<file path="config.mk">
export PLATFORM = sky130hd
export DESIGN_NAME = brk_imm_unit
export DESIGN_NICKNAME = d
export VERILOG_FILES = /design/src/rtl/brk_pkg.sv /design/src/rtl/brk_decode.sv /design/src/rtl/brk_priv.sv /design/src/rtl/brk_seq.sv /design/src/rtl/brk_imm_unit.sv
export SDC_FILE = /design/constraint.sdc
export NUM_CORES = 1
export LEC_CHECK = 0
export ABC_CLOCK_PERIOD_IN_PS = 3500
export CORE_MARGIN = 2
export CORE_UTILIZATION = 25
export CTS_CLUSTER_DIAMETER = 30
export DETAILED_ROUTE_END_ITERATION = 16
export PLACE_DENSITY = 0.5
export SETUP_SLACK_MARGIN = 0.5
export SLEW_MARGIN = 25
export SYNTH_ARGS = -nofsm -noshare
export SYNTH_HDL_FRONTEND = slang
export SYNTH_SLANG_ARGS = --single-unit
</file>
<file path="constraint.sdc">
create_clock -name clk -period 3.5 [get_ports clk]
set_clock_uncertainty 0.15 [all_clocks]
set_input_delay 0.525 -clock clk [delete_from_list [all_inputs] [get_ports clk]]
set_output_delay 0.525 -clock clk [all_outputs]
set_load 0.01 [all_outputs]
</file>
<file path="src/rtl/brk_pkg.sv">
// Shared constants for the break-immediate execution unit.
// Assumes a 32-bit datapath and the fixed instruction encoding.
package brk_pkg;
    localparam int XLEN   = 32;
    localparam int IMM_W  = 16;
    localparam int REG_W  = 5;
    localparam int CODE_W = 5;

    localparam logic [5:0]       OPC_BRK   = 6'b101110;
    localparam logic [REG_W-1:0] RA_BRKI   = 5'b01100;
    localparam logic [IMM_W-1:0] DBG_IMM   = 16'h0018;
    localparam logic [CODE_W-1:0] EC_PRIV  = 5'b00111;

    // status word bit positions
    localparam int ST_BIP = 3;
    localparam int ST_UM  = 11;
    localparam int ST_VM  = 13;

    // exempt software-break offsets from the vector base
    localparam int N_SWBRK = 2;
    localparam logic [N_SWBRK-1:0][XLEN-1:0] SWBRK_OFS = {32'h0000_0018, 32'h0000_0008};

    localparam logic [XLEN-1:0] ST_TOUCHED =
        (XLEN'(1) << ST_BIP) | (XLEN'(1) << ST_UM) | (XLEN'(1) << ST_VM);
endpackage

</file>
<file path="src/rtl/brk_decode.sv">
// Recognizes the break-immediate word and forms the branch target.
// Assumes the prefix inputs are meaningful only when pfx_valid is high.
module brk_decode
    import brk_pkg::*;
(
    input  logic [XLEN-1:0]  instr,
    input  logic             pfx_valid,
    input  logic [IMM_W-1:0] pfx_hi,
    input  logic             dbg_en,
    output logic             hit,
    output logic [REG_W-1:0] rd_idx,
    output logic [XLEN-1:0]  target
);
    logic [IMM_W-1:0] imm;
    logic             use_pfx;

    // field extraction and opcode match
    always_comb begin
        imm    = instr[IMM_W-1:0];
        rd_idx = instr[25:21];
        hit    = (instr[31:26] == OPC_BRK) && (instr[20:16] == RA_BRKI);
    end

    // target: prefix concatenation unless the debug break exemption applies
    always_comb begin
        use_pfx = pfx_valid && !(dbg_en && (imm == DBG_IMM));
        if (use_pfx)
            target = {pfx_hi, imm};
        else
            target = {{(XLEN-IMM_W){imm[IMM_W-1]}}, imm};
    end
endmodule

</file>
<file path="src/rtl/brk_priv.sv">
// Privilege check and status-word update for a break to a given target.
// Assumes target is already resolved; purely combinational.
module brk_priv
    import brk_pkg::*;
(
    input  logic [XLEN-1:0] target,
    input  logic [XLEN-1:0] msr_in,
    input  logic [XLEN-1:0] base_vec,
    input  logic            mmu_en,
    output logic            fault,
    output logic [XLEN-1:0] msr_new
);
    logic sw_brk;

    // is the target one of the exempt software-break vectors
    always_comb begin
        sw_brk = 1'b0;
        for (int i = 0; i < N_SWBRK; i++) begin
            if (target == base_vec + SWBRK_OFS[i])
                sw_brk = 1'b1;
        end
    end

    // fault decision and new status word
    always_comb begin
        fault   = mmu_en && msr_in[ST_UM] && !sw_brk;
        msr_new = msr_in;
        msr_new[ST_BIP] = 1'b1;
        if (mmu_en && sw_brk) begin
            msr_new[ST_UM] = 1'b0;
            msr_new[ST_VM] = 1'b0;
        end
    end
endmodule

</file>
<file path="src/rtl/brk_seq.sv">
// Latency sequencer: busy for LATENCY-1 cycles after acceptance, done on the last.
// Assumes LATENCY >= 2; a new issue is taken when idle or on the done cycle.
module brk_seq #(
    parameter int LATENCY = 3
) (
    input  logic clk,
    input  logic rst_n,
    input  logic req,
    output logic start,
    output logic busy,
    output logic done
);
    localparam int CW = $clog2(LATENCY + 1);
    localparam logic [CW-1:0] LAST = CW'(LATENCY);

    logic [CW-1:0] cnt;

    // acceptance and status decode
    always_comb begin
        done  = (cnt == LAST);
        busy  = (cnt != '0) && !done;
        start = req && !busy;
    end

    // cycle counter
    always_ff @(posedge clk) begin
        if (!rst_n)
            cnt <= '0;
        else if (start)
            cnt <= CW'(1);
        else if (done)
            cnt <= '0;
        else if (busy)
            cnt <= cnt + CW'(1);
    end

    p_busy_done_excl_r8: assert property (@(posedge clk) disable iff (!rst_n)
        !(busy && done));
    p_start_busy_r8: assert property (@(posedge clk) disable iff (!rst_n)
        start |=> busy);
    p_busy_ignore_r12: assert property (@(posedge clk) disable iff (!rst_n)
        (busy && req) |-> !start);
endmodule

</file>
<file path="src/rtl/brk_imm_unit.sv">
// Break-immediate execution unit: decodes, checks privilege, and commits
// the link, PC, status and reservation updates after a fixed latency.
// Assumes all inputs are valid in the issue cycle; they are captured then.
module brk_imm_unit
    import brk_pkg::*;
#(
    parameter int LATENCY = 3
) (
    input  logic              clk,
    input  logic              rst_n,
    input  logic              issue,
    input  logic [XLEN-1:0]   instr,
    input  logic [XLEN-1:0]   pc,
    input  logic              pfx_valid,
    input  logic [IMM_W-1:0]  pfx_hi,
    input  logic [XLEN-1:0]   msr_in,
    input  logic              cfg_mmu_en,
    input  logic              cfg_dbg_en,
    input  logic [XLEN-1:0]   cfg_base_vec,
    output logic              busy,
    output logic              done,
    output logic              rd_we,
    output logic [REG_W-1:0]  rd_addr,
    output logic [XLEN-1:0]   rd_data,
    output logic              pc_we,
    output logic [XLEN-1:0]   pc_next,
    output logic              msr_we,
    output logic [XLEN-1:0]   msr_out,
    output logic              resv_clr,
    output logic              exc_raise,
    output logic [CODE_W-1:0] exc_code,
    output logic              pfx_clr
);
    logic             hit, start, fault;
    logic [REG_W-1:0] rd_idx;
    logic [XLEN-1:0]  target, msr_new;

    logic             r_fault, r_mmu;
    logic [REG_W-1:0] r_rd;
    logic [XLEN-1:0]  r_link, r_target, r_msr_new, r_msr_old;

    brk_decode u_dec (
        .instr     (instr),
        .pfx_valid (pfx_valid),
        .pfx_hi    (pfx_hi),
        .dbg_en    (cfg_dbg_en),
        .hit       (hit),
        .rd_idx    (rd_idx),
        .target    (target)
    );

    brk_priv u_priv (
        .target   (target),
        .msr_in   (msr_in),
        .base_vec (cfg_base_vec),
        .mmu_en   (cfg_mmu_en),
        .fault    (fault),
        .msr_new  (msr_new)
    );

    brk_seq #(.LATENCY(LATENCY)) u_seq (
        .clk   (clk),
        .rst_n (rst_n),
        .req   (issue && hit),
        .start (start),
        .busy  (busy),
        .done  (done)
    );

    // capture the resolved result at acceptance
    always_ff @(posedge clk) begin
        if (!rst_n) begin
            r_fault   <= 1'b0;
            r_mmu     <= 1'b0;
            r_rd      <= '0;
            r_link    <= '0;
            r_target  <= '0;
            r_msr_new <= '0;
            r_msr_old <= '0;
        end else if (start) begin
            r_fault   <= fault;
            r_mmu     <= cfg_mmu_en;
            r_rd      <= rd_idx;
            r_link    <= pc;
            r_target  <= target;
            r_msr_new <= msr_new;
            r_msr_old <= msr_in;
        end
    end

    // commit strobes, gated to the done cycle
    always_comb begin
        rd_we     = done && !r_fault;
        pc_we     = done && !r_fault;
        msr_we    = done && !r_fault;
        resv_clr  = done && !r_fault;
        exc_raise = done && r_fault;
        exc_code  = (done && r_fault) ? EC_PRIV : '0;
        pfx_clr   = done;
        rd_addr   = r_rd;
        rd_data   = r_link;
        pc_next   = r_target;
        msr_out   = r_msr_new;
    end

    p_exc_quiet_r5: assert property (@(posedge clk) disable iff (!rst_n)
        exc_raise |-> !(rd_we || pc_we || msr_we || resv_clr));
    p_commit_on_done_r8: assert property (@(posedge clk) disable iff (!rst_n)
        (rd_we || pc_we || msr_we || exc_raise) |-> done);
    p_pfx_consumed_r9: assert property (@(posedge clk) disable iff (!rst_n)
        done |-> pfx_clr);
    p_bip_set_r3: assert property (@(posedge clk) disable iff (!rst_n)
        msr_we |-> msr_out[ST_BIP]);
    p_keep_bits_r11: assert property (@(posedge clk) disable iff (!rst_n)
        msr_we |-> ((msr_out & ~ST_TOUCHED) == (r_msr_old & ~ST_TOUCHED)));
    p_mmu_off_r10: assert property (@(posedge clk) disable iff (!rst_n)
        (done && !r_mmu) |-> (!exc_raise && msr_out[ST_UM] == r_msr_old[ST_UM]
                              && msr_out[ST_VM] == r_msr_old[ST_VM]));
    p_code_r4: assert property (@(posedge clk) disable iff (!rst_n)
        exc_raise |-> (exc_code == 5'b00111));
endmodule

</file>
==> results.py <==
metrics = {
    "placement": {
        "pre_cts_ws_ns": -0.247,
        "place.gp.congestion": 0.895,
        "detailed_place_hpwl_mm": 18.7,
        "post_dp_cell_area_sq_mm": 0.00982,
        "io_buffers": 260,
    },
    "run": {
        "drv_cap": 0,
    },
    "critical_path": {
        "cp_slowest_cell": "or4_4",
        "cp_top_family": "simple AND/OR/NAND/NOR gates",
        "max_stage_delay_ns": 0.57,
        "cp_cell_sequence": "clkbuf_2 > nor4b_4 > and4b_4 > a21oi_2 > or3_4 > xor2_2 > o31a_1 > or4_4 > o221ai_2 > a21oi_1",
        "critPathCaptureType": "flop",
        "arrival_ns": 3.00,
        "cp_num_buf_inv": 1,
        "worstPathRequired_ns": 3.57,
        "worstSetupStartpointType": "input port",
        "critPathKind": "in -> reg",
        "path_max_fanout": 3,
    },
    "routing": {
        "drtIter0Drc": 406,
        "drt-total-wl_mm": 23.8,
        "vias_per_cell": 4.66,
        "vias": 6971,
        "routedWlPerCell_microns": 15.9,
        "postRouteAntennaNets": 0,
        "drc": 0,
        "dr.pass1.iters": 7,
    },
    "final_layout": {
        "area_growth_pct": 72.9,
        "final_cell_mix": "clkdlybuf4s50_1, nand2_1, buf_4",
        "num-nets-final": 1326,
        "final_common_cell": "clkdlybuf4s50_1",
        "antenna_cells": 0,
        "fin_area_sq_mm": 0.0104,
        "final_util_pct": 44.3,
        "layout-drive-gt1-share_pct": 19.9,
    },
    "global_routing": {
        "first_global_vias": 6573,
        "grt_overflow": 0,
        "grt_pass1_wl_mm": 37.0,
        "grt_usage_pct": 18.1,
        "antenna_found_initial": 0,
        "grt_max_degree": 57,
    },
    "timing": {
        "fin_crit_sh_pct": 83.9,
        "setup_slack_ns": 0.565,
        "tightest_slew_ns": 0.497,
        "fmax_mhz": 341,
        "finalCriticalPeriod_ns": 2.93,
        "hold_slack_ns": 0.303,
        "slew-limit-headroom_pct": 66.5,
        "rsz0062_at_grt": "true",
        "finalSetupViolations": 0,
        "drv_slew": 0,
        "hold_viol": 0,
    },
    "clock_tree": {
        "cts_root_buffer": "clkbuf_16",
        "insertion_delay_ns": 0.34,
        "cts_tree": "done",
        "cts_num_sinks": 104,
        "clkTransAtPathRegs_ns": 0.08,
        "cts_buffers": 9,
        "h-tree-depth": 3,
        "cts_buffer_depth": 2,
    },
    "synth": {
        "yosysTopAreaCell": "dfxtp_1",
        "synth_top_area_share_pct": 34.5,
        "synth_cells": 818,
        "synthFlopType": "dfxtp_1",
        "synth-seq-cells": 104,
        "synth.distinct_cells": 68,
        "syn_area_sq_mm": 0.00603,
        "ys_top_cells_by_area": "dfxtp_1, nand2_1, a21oi_1",
        "syn_area_per_cell_sq_um": 7.37,
        "synth_edf_count": 0,
        "async_flop_share_pct": 0,
        "yosysSeqAreaShare_pct": 34.5,
        "yosysWarnings": 0,
    },
    "pwr": {
        "worst_ir_drop_vdd_v": 0.000226,
        "leakage_nw": 3.79,
        "power.density_mw_per_mm2": 280,
        "fin_total_pwr_mw": 2.92,
    },
    "floorplan": {
        "die_w_microns": 159,
        "io_pins": 264,
        "core_sq_mm": 0.0235,
        "die-area_sq_mm": 0.0254,
        "row_count": 56,
        "start_util_pct": 25.6,
        "die_height_microns": 159,
    },
    "outcome": {
        "status": "finished clean",
    },
    "worst_hold_path": {
        "hold_class": "reg -> reg",
    },
}
sequential cells by signal, summed over array words and instances (netlist names):
name,count
msr_out,32
r_fault,1
rd_addr,5
rd_data,32
pc_next,32
u_seq.cnt,2
tightest hold or removal path: stages, from the launching register on:
cell and delay [ns]:
dfxtp_1 0.31, nand2_1 0.05, a21oi_1 0.05
area by class of cell:
cell class	instances	area, sq um
clock inverter	6	57.6
multi-input combinational	636	3820
inverter	8	32.5
fill	2465	13100
tap	319	399
clock buffer	10	229
sequential	104	2080
timing repair buffer	414	3790
power breakdown:
group	internal (mW)	leakage, nW	switching [mW]	total (mW)
clock	0.503	0.142	0.488	0.991
combinational	0.405	2.81	0.326	0.732
sequential	1.19	0.838	0.00600	1.20
what timing repair did:
action / CTS / global route
buffers inserted: 11 / 6
gates resized for setup: 63 / 63
setup endpoints to repair: 3 / 3
hold buffers: 0 / 0
pin swaps: 22 / 24
cell families after synthesis:
| logic type | count (synthesis) | share of synthesized area (%) |
|---|---|---|
| AO/OA/AOI/OAI | 193 | 18.9 |
| XOR/XNOR | 67 | 10.4 |
| adder cells (fa/ha/maj) | 3 | 0.623 |
| buffers and inverters | 79 | 6.06 |
| flip-flops | 104 | 34.5 |
| multiplexers | 4 | 0.685 |
| other | 1 | 0.0622 |
| AND/OR/NAND/NOR | 367 | 28.7 |
cell usage after synthesis, types with 3 or more instances:
cell / count
a211oi_1: 10
a21oi_1: 108
a22oi_1: 3
a31oi_1: 9
and2_1: 6
and3_1: 8
buf_1: 4
buf_2: 7
buf_4: 10
buf_6: 3
clkbuf_1: 47
dfxtp_1: 104
ha_1: 3
inv_1: 8
mux2i_1: 3
nand2_1: 211
nand2b_1: 5
nand3_1: 25
nand3b_1: 8
nand4_1: 14
nor2_1: 31
nor2b_1: 5
nor3_1: 17
nor4_1: 14
o2111ai_1: 3
o211ai_1: 7
o21ai_0: 26
o221ai_1: 3
xnor2_1: 38
xor2_1: 26
through the flow:
step | instances | TNS (ns)
after CTS | 1491 | 0
after global placement | 1464 | -0.652
after floorplan | 819 | 0
after global routing | 1497 | 0
after detailed placement | 1464 | -0.700
final | 1497 | 0
path summary, 6_finish.rpt:
kind | start | slack [ns] | cells past startpoint | endpoint
worst max-delay path | instr[1] | 0.57 | 10 | msr_out[13]
worst min-delay path | pc_next[15] | 0.30 | 2 | pc_next[15]
worst max register to register | u_seq.cnt[0] | 0.67 | 6 | pc_next[5]
worst min register to register | pc_next[15] | 0.30 | 2 | pc_next[15]
routing by layer:
layer / routed length (microns) / vias to the layer above / track usage, % / part of all wire (%)
met1: 11100 / 3227 / 24.8 / 47
met3: 1250 / 16 / 4.01 / 5.2
li1: - / 3541 / - / -
met2: 11300 / 187 / 29.7 / 47
met5: 0 / - / 0 / 0
met4: 221 / 0 / 3.06 / 0.93
Power figures use the tool's default switching activity.
